### src/rtl/wdog_pkg.sv
package wdog_pkg;
  localparam int ADDR_W = 5;

  localparam logic [ADDR_W-1:0] ADR_PRE1   = 5'h00;
  localparam logic [ADDR_W-1:0] ADR_PRE2   = 5'h04;
  localparam logic [ADDR_W-1:0] ADR_STAT   = 5'h08;
  localparam logic [ADDR_W-1:0] ADR_SVC    = 5'h0C;
  localparam logic [ADDR_W-1:0] ADR_CTRL   = 5'h10;
  localparam logic [ADDR_W-1:0] ADR_CFG    = 5'h14;

  localparam logic [15:0] KEY_FIRST  = 16'h0080;
  localparam logic [15:0] KEY_SECOND = 16'h0086;

  typedef enum logic [1:0] {UL_IDLE, UL_ARMED, UL_OPEN} ul_state_t;

  // strobes from the register block to the counting datapath
  typedef struct packed {
    logic reload;
    logic clrTimeout;
    logic clrIrq;
  } strobe_t;

  // static mode levels for the datapath
  typedef struct packed {
    logic enable;
    logic timerMode;
    logic fastTick;
    logic irqEn;
    logic rstEn;
  } mode_t;
endpackage

### src/rtl/wdog_regs.sv
module wdog_regs
  import wdog_pkg::*;
#(
  parameter int              CNT_W       = 20,
  parameter logic [CNT_W-1:0] RST_PRELOAD = '0
) (
  input  logic              clk,
  input  logic              rstN,
  input  logic              wrEn,
  input  logic [ADDR_W-1:0] wrAddr,
  input  logic [31:0]       wrData,
  input  logic [3:0]        wrStrb,
  input  logic              rdEn,
  input  logic [ADDR_W-1:0] rdAddr,
  output logic [31:0]       rdData,
  input  logic              irqPend,
  input  logic              timeoutFlag,
  output logic [CNT_W-1:0]  pre1,
  output logic [CNT_W-1:0]  pre2,
  output mode_t             mode,
  output strobe_t           stb
);
  localparam int PAD_W = 32 - CNT_W;

  logic [31:0] byteMask, wdEff;
  logic [CNT_W-1:0] pre1Q, pre2Q;
  logic lockQ, enableQ, funcQ, fastQ, rstDisQ;
  logic [1:0] intTypeQ;
  ul_state_t ulState, ulNext;
  logic isSvcWr, isPre1Wr, isPre2Wr, isOpen;
  logic unusedBits;

  always_comb begin
    for (int b = 0; b < 4; b++) byteMask[b*8 +: 8] = {8{wrStrb[b]}};
  end
  assign wdEff      = wrData & byteMask;
  assign unusedBits = ^wdEff[31:CNT_W];

  assign isSvcWr  = wrEn && (wrAddr == ADR_SVC);
  assign isPre1Wr = wrEn && (wrAddr == ADR_PRE1);
  assign isPre2Wr = wrEn && (wrAddr == ADR_PRE2);
  assign isOpen   = (ulState == UL_OPEN);

  // unlock sequencer
  always_comb begin
    ulNext = ulState;
    unique case (ulState)
      UL_IDLE:  if (isSvcWr && wdEff[15:0] == KEY_FIRST) ulNext = UL_ARMED;
      UL_ARMED: if (isSvcWr) ulNext = (wdEff[15:0] == KEY_SECOND) ? UL_OPEN : UL_IDLE;
      UL_OPEN:  if (isSvcWr || isPre1Wr || isPre2Wr) ulNext = UL_IDLE;
      default:  ulNext = UL_IDLE;
    endcase
  end

  always_ff @(posedge clk or negedge rstN) begin
    if (!rstN) begin
      ulState  <= UL_IDLE;
      pre1Q    <= RST_PRELOAD;
      pre2Q    <= RST_PRELOAD;
      lockQ    <= 1'b0;
      enableQ  <= 1'b0;
      funcQ    <= 1'b0;
      fastQ    <= 1'b0;
      rstDisQ  <= 1'b0;
      intTypeQ <= 2'b00;
    end else begin
      ulState <= ulNext;
      if (isOpen && isPre1Wr) pre1Q <= (pre1Q & ~byteMask[CNT_W-1:0]) | wdEff[CNT_W-1:0];
      if (isOpen && isPre2Wr) pre2Q <= (pre2Q & ~byteMask[CNT_W-1:0]) | wdEff[CNT_W-1:0];
      if (wrEn && wrAddr == ADR_CTRL && wrStrb[0]) begin
        lockQ   <= lockQ | wdEff[0];
        enableQ <= wdEff[1] | (lockQ & enableQ);
        funcQ   <= wdEff[2];
      end
      if (wrEn && wrAddr == ADR_CFG && wrStrb[0]) begin
        intTypeQ <= wdEff[1:0];
        fastQ    <= wdEff[2];
        rstDisQ  <= wdEff[5];
      end
    end
  end

  always_comb begin
    stb.reload     = isOpen && isSvcWr && wdEff[8];
    stb.clrTimeout = isOpen && isSvcWr && wdEff[9];
    stb.clrIrq     = wrEn && (wrAddr == ADR_STAT) && wrStrb[0] && wdEff[0];
  end

  assign pre1 = pre1Q;
  assign pre2 = pre2Q;
  always_comb begin
    mode.enable    = enableQ;
    mode.timerMode = funcQ;
    mode.fastTick  = fastQ;
    mode.irqEn     = (intTypeQ != 2'b11);
    mode.rstEn     = !rstDisQ;
  end

  always_comb begin
    rdData = '0;
    if (rdEn) begin
      unique case (rdAddr)
        ADR_PRE1: rdData = {{PAD_W{1'b0}}, pre1Q};
        ADR_PRE2: rdData = {{PAD_W{1'b0}}, pre2Q};
        ADR_STAT: rdData = {31'b0, irqPend};
        ADR_SVC:  rdData = {22'b0, timeoutFlag, 9'b0};
        ADR_CTRL: rdData = {29'b0, funcQ, enableQ, lockQ};
        ADR_CFG:  rdData = {26'b0, rstDisQ, 2'b00, fastQ, intTypeQ};
        default:  rdData = '0;
      endcase
    end
  end


  preload_guard_chk: assert property (@(posedge clk) disable iff (!rstN)
    (ulState != UL_OPEN) |=> ($stable(pre1Q) && $stable(pre2Q)));

  relock_chk: assert property (@(posedge clk) disable iff (!rstN)
    (isOpen && (isSvcWr || isPre1Wr || isPre2Wr)) |=> (ulState == UL_IDLE));

  lock_hold_chk: assert property (@(posedge clk) disable iff (!rstN)
    (lockQ && enableQ) |=> enableQ);

  lock_sticky_chk: assert property (@(posedge clk) disable iff (!rstN)
    lockQ |=> lockQ);
endmodule

### src/rtl/wdog_core.sv
module wdog_core
  import wdog_pkg::*;
#(
  parameter int CNT_W     = 20,
  parameter int SLOW_LOG2 = 15,
  parameter int FAST_LOG2 = 5
) (
  input  logic             clk,
  input  logic             rstN,
  input  logic [CNT_W-1:0] pre1,
  input  logic [CNT_W-1:0] pre2,
  input  mode_t            mode,
  input  strobe_t          stb,
  output logic             irqPend,
  output logic             timeoutFlag,
  output logic             rstReq
);
  logic [SLOW_LOG2-1:0] divQ;
  logic [CNT_W-1:0]     cntQ;
  logic stage2Q, expiredQ, irqPendQ, timeoutQ;
  logic tick, live, atZero, stage1Done, stage2Done;

  assign tick       = mode.enable && (mode.fastTick ? (&divQ[FAST_LOG2-1:0]) : (&divQ));
  assign live       = tick && !expiredQ && !stb.reload;
  assign atZero     = (cntQ == '0);
  assign stage1Done = live && atZero && !stage2Q;
  assign stage2Done = live && atZero && stage2Q;

  always_ff @(posedge clk or negedge rstN) begin
    if (!rstN) begin
      divQ     <= '0;
      cntQ     <= '0;
      stage2Q  <= 1'b0;
      expiredQ <= 1'b0;
    end else if (!mode.enable || stb.reload) begin
      divQ     <= '0;
      cntQ     <= pre1;
      stage2Q  <= 1'b0;
      expiredQ <= 1'b0;
    end else begin
      divQ <= divQ + 1'b1;
      if (live) begin
        if (!atZero) begin
          cntQ <= cntQ - 1'b1;
        end else if (stage2Done) begin
          expiredQ <= 1'b1;
        end else if (mode.timerMode) begin
          cntQ <= pre1;
        end else begin
          stage2Q <= 1'b1;
          cntQ    <= pre2;
        end
      end
    end
  end

  always_ff @(posedge clk or negedge rstN) begin
    if (!rstN) begin
      irqPendQ <= 1'b0;
      timeoutQ <= 1'b0;
    end else begin
      irqPendQ <= (irqPendQ & !stb.clrIrq) | (stage1Done & mode.irqEn);
      timeoutQ <= (timeoutQ & !stb.clrTimeout) | stage2Done;
    end
  end

  assign irqPend     = irqPendQ;
  assign timeoutFlag = timeoutQ;
  assign rstReq      = expiredQ && mode.enable && mode.rstEn;


  idle_hold_chk: assert property (@(posedge clk) disable iff (!rstN)
    !mode.enable |=> (!expiredQ && !stage2Q && divQ == '0));

  flag_with_expiry_chk: assert property (@(posedge clk) disable iff (!rstN)
    $rose(timeoutQ) |-> expiredQ);

  timer_no_stage2_chk: assert property (@(posedge clk) disable iff (!rstN)
    mode.timerMode |=> !$rose(stage2Q));

  expired_freeze_chk: assert property (@(posedge clk) disable iff (!rstN)
    (expiredQ && mode.enable && !stb.reload) |=> ($stable(cntQ) && expiredQ));
endmodule

### src/rtl/twostage_wdog.sv
module twostage_wdog
  import wdog_pkg::*;
#(
  parameter int              CNT_W       = 20,
  parameter int              SLOW_LOG2   = 15,
  parameter int              FAST_LOG2   = 5,
  parameter logic [CNT_W-1:0] RST_PRELOAD = 20'h03C00
) (
  input  logic        clk,
  input  logic        rstN,
  input  logic        wrEn,
  input  logic [4:0]  wrAddr,
  input  logic [31:0] wrData,
  input  logic [3:0]  wrStrb,
  input  logic        rdEn,
  input  logic [4:0]  rdAddr,
  output logic [31:0] rdData,
  output logic        irqOut,
  output logic        rstOut
);
  logic [CNT_W-1:0] pre1, pre2;
  mode_t   mode;
  strobe_t stb;
  logic    irqPend, timeoutFlag;

  wdog_regs #(.CNT_W(CNT_W), .RST_PRELOAD(RST_PRELOAD)) regsI (
    .clk(clk), .rstN(rstN), .wrEn(wrEn), .wrAddr(wrAddr), .wrData(wrData),
    .wrStrb(wrStrb), .rdEn(rdEn), .rdAddr(rdAddr), .rdData(rdData),
    .irqPend(irqPend), .timeoutFlag(timeoutFlag),
    .pre1(pre1), .pre2(pre2), .mode(mode), .stb(stb)
  );

  wdog_core #(.CNT_W(CNT_W), .SLOW_LOG2(SLOW_LOG2), .FAST_LOG2(FAST_LOG2)) coreI (
    .clk(clk), .rstN(rstN), .pre1(pre1), .pre2(pre2), .mode(mode), .stb(stb),
    .irqPend(irqPend), .timeoutFlag(timeoutFlag), .rstReq(rstOut)
  );

  assign irqOut = irqPend;
endmodule

### config.mk
export PLATFORM = sky130hd
export DESIGN_NAME = twostage_wdog
export DESIGN_NICKNAME = d
export VERILOG_FILES = /design/src/rtl/wdog_pkg.sv /design/src/rtl/wdog_regs.sv /design/src/rtl/wdog_core.sv /design/src/rtl/twostage_wdog.sv
export SDC_FILE = /design/constraint.sdc
export NUM_CORES = 1
export LEC_CHECK = 0
export BUFFER_PORTS_ARGS = -buffer_cell sky130_fd_sc_hd__buf_2
export CORE_UTILIZATION = 55
export CTS_BUF_LIST = sky130_fd_sc_hd__clkbuf_8
export CTS_CLUSTER_DIAMETER = 100
export DETAILED_ROUTE_END_ITERATION = 7
export PLACE_DENSITY_LB_ADDON = 0.3
export SETUP_SLACK_MARGIN = 0.05
export SYNTH_ARGS = -nofsm -noshare
export SYNTH_HDL_FRONTEND = slang
export SYNTH_HIERARCHICAL = 1
export SYNTH_SLANG_ARGS = --single-unit
export TNS_END_PERCENT = 100
### constraint.sdc
create_clock -name clk -period 6.2 [get_ports clk]
set_input_delay 1.24 -clock clk [delete_from_list [all_inputs] [get_ports clk]]
set_output_delay 1.24 -clock clk [all_outputs]
set_load 0.01 [all_outputs]
==> flow_summary_export.csv <==
group,metric,value,unit
sta,post-route-min-period,3.91,ns
grt,gr-total-overflow,0,
worst_setup_path,crit_path_start_kind,"input pin",
clocking,clk_pin_slew,0.09,ns
detailed_routing,vias_per_cell,6.08,
worst_setup_path,crit_type,"in -> out",
detailed_routing,postRouteAntennaNets,0,
sta,max_freq,256,MHz
die,core.rowCount,35,
clocking,cts_buffers,9,
detailed_routing,drtIter0Drc,173,
pwr,switchingPower,0.000450,W
pwr,p_int,0.000958,W
detailed_routing,drt_pass1_iterations,6,
clocking,clock-sinks,88,
clocking,clock_latency,0.36,ns
pwr,p_comb_share,23.0,%
die,core,0.00920,mm2
yosys,synthFlopType,"dfrtp_1",
placed_design,io_buffers,58,
grt,grt_pass1_wl,20.0,mm
cells_and_area,drive_above_1_share,26.7,%
clocking,post_cts_buffers,0,
yosys,synth_cell_types,60,
grt,antenna_found_initial,0,
sta,hold_viol,0,
cells_and_area,nets,610,
sta,skew,0.0107,ns
cells_and_area,layout.cells.most_common_list,"80 x dfrtp_1, 62 x nor2_1, 57 x buf_2",
detailed_routing,routed_wl,12.1,mm
yosys,synth_edf_count,0,
placed_design,place_area,0.00549,mm2
sta,setup_viol,0,
clocking,cts_tree,"yes",
yosys,async_flop_share,100,%
die,ioPinCount,84,
die,die_x,99.2,um
die,dieArea,0.00984,mm2
cells_and_area,syn_to_final_growth,10.1,%
run_status,status,"complete, no violations",
pwr,switching_share,32.0,%
sta,worst_pin_slew,1.11,ns
clocking,clockRootBuffer,"clkbuf_8",
sta,slew_violations,0,
cells_and_area,mostFrequentLayoutCell,"dfrtp_1",
clocking,ctsHoldBuffers,0,
pwr,p_clk_share,32.8,%
yosys,synth_warnings,6,
detailed_routing,wl_per_cell,18.1,um
yosys,syn_avg_cell_area,10.2,um2
worst_setup_path,arrival,2.67,ns
yosys,synth_area,0.00519,mm2
cells_and_area,stdcell_area,0.00572,mm2
sta,slew_headroom,25.8,%
worst_setup_path,crit_path_end_kind,"primary output",
sta,timing.final.crit_share,63.0,%
job,drv_cap,0,
clocking,cts_buffer_depth,2,
yosys,synth-seq-cells,88,
sta,setup_slack,2.29,ns
pwr,pwr-share-seq,44.2,%
placed_design,dp_hpwl,8.29,mm
detailed_routing,vias,4085,
grt,grt_pass1_vias,3994,
pwr,power,0.00141,W
worst_setup_path,r2r_setup_slack,3.21,ns
pwr,power_density,246,mW/mm2
cells_and_area,fillCellCount,762,
sta,setup_tns,0,ns
cells_and_area,antenna_cells,0,
detailed_routing,drc,0,
sta,rsz0062_at_grt,"false",
die,die_h,99.2,um
yosys,yosysSeqAreaShare,42.6,%
pwr,irDropWorstVdd,121,uV
clocking,cts.htree.levels,3,
worst_setup_path,cp_max_fo,23,
yosys,syn_inst,511,
pwr,p_leak,2.66,nW
clocking,post_cts_resized,0,
worst_setup_path,worstPathRequired,4.96,ns
hold_path,holdCritPathClass,"reg -> reg",
die,start_util,56.5,%
placed_design,gp_congestion,0.899,
cells_and_area,multi_input_area,0.00279,mm2
grt,grt_max_degree,89,
grt,gr-usage-all-layers,26.3,%
placed_design,dp_worst_setup_slack,2.29,ns
cells_and_area,seq_area,0.00221,mm2
[cells in the mapped netlist, drive strengths merged (4+ instances only)]
master | number | area share (%)
o221ai | 4 | 0.67
a221o | 5 | 0.96
mux2 | 49 | 11
nor2b | 7 | 0.84
nor3b | 4 | 1.1
xor2 | 14 | 2.4
nand4 | 5 | 0.72
nand3 | 13 | 1.3
o21ai | 19 | 1.8
nor3 | 15 | 1.4
a21oi | 17 | 1.6
clkbuf | 17 | 1.2
buf | 22 | 2.7
a31oi | 5 | 0.60
and4 | 4 | 0.67
inv | 7 | 0.51
or4 | 5 | 0.79
mux2i | 34 | 6.6
nor2 | 62 | 4.5
xnor2 | 14 | 2.4
nor4 | 10 | 1.9
dfrtp | 80 | 39
dfstp | 8 | 4.0
and3 | 5 | 0.60
or3 | 5 | 0.60
nand2b | 5 | 0.60
o211ai | 5 | 0.72
nand2 | 35 | 2.5
ha | 4 | 0.96
[per-layer routing]
| layer | track usage (%) | wire [um] |
|---|---|---|
| met5 | 0 | 0 |
| met1 | 35.0 | 5330 |
| met3 | 4.36 | 575 |
| met4 | 11.2 | 269 |
| met2 | 43.0 | 5950 |
[worst max-delay path, cell delays in order]
cell     delay, ns
buf_2         0.54
mux4_2        0.60
nor2b_1       0.14
buf_2         0.13
[kinds of logic after synthesis]
logic type	Yosys count	synth area share, %
mux	85	18.0
fa+ha+maj	4	0.964
buf+inv	46	4.48
flops	88	42.6
simple gates	187	20.1
other cells	1	0.0722
compound gates	72	9.03
xor+xnor	28	4.72
[layout make-up]
cell class | instances | share of cell area (%)
repair buffers | 62 | 5.64
multi-input cells | 388 | 48.8
inverters | 7 | 0.459
well taps | 111 | 2.43
flip-flops and latches | 88 | 38.7
clock inverters | 6 | 1.60
clock buffers | 10 | 2.41
[through the flow]
stage / hold slack [ns] / util (%) / instances
global placement: 0.465 / 59.7 / 656
CTS: 0.504 / 62.2 / 672
floorplan: 0.440 / - / 522
detailed placement: 0.492 / 59.7 / 656
global route: 0.530 / 62.2 / 672
finish: 0.501 / 62.2 / 672
[power groups by stage]
stage               Combinational, W  Clock, W  Sequential [W]
floorplan                   0.000254         0        0.000620
global placement            0.000311         0        0.000631
detailed placement          0.000318         0        0.000632
CTS                         0.000322  0.000467        0.000621
global route                0.000354  0.000491        0.000624
finish                      0.000324  0.000462        0.000621
[path summary, 6_finish.rpt]
kind | from | cells after the start | to
max reg2reg | coreI/cntQ[2] | 6 | coreI/cntQ[19]
min reg2reg | coreI/divQ[0] | 1 | coreI/divQ[0]
min | coreI/divQ[0] | 1 | coreI/divQ[0]
max in group asynchronous | rstN | 1 | coreI/divQ[12]
max | rdAddr[2] | 4 | rdData[2]
min in group asynchronous | rstN | 1 | asynchronous set/reset pin
(Power assumes the default switching activity.)
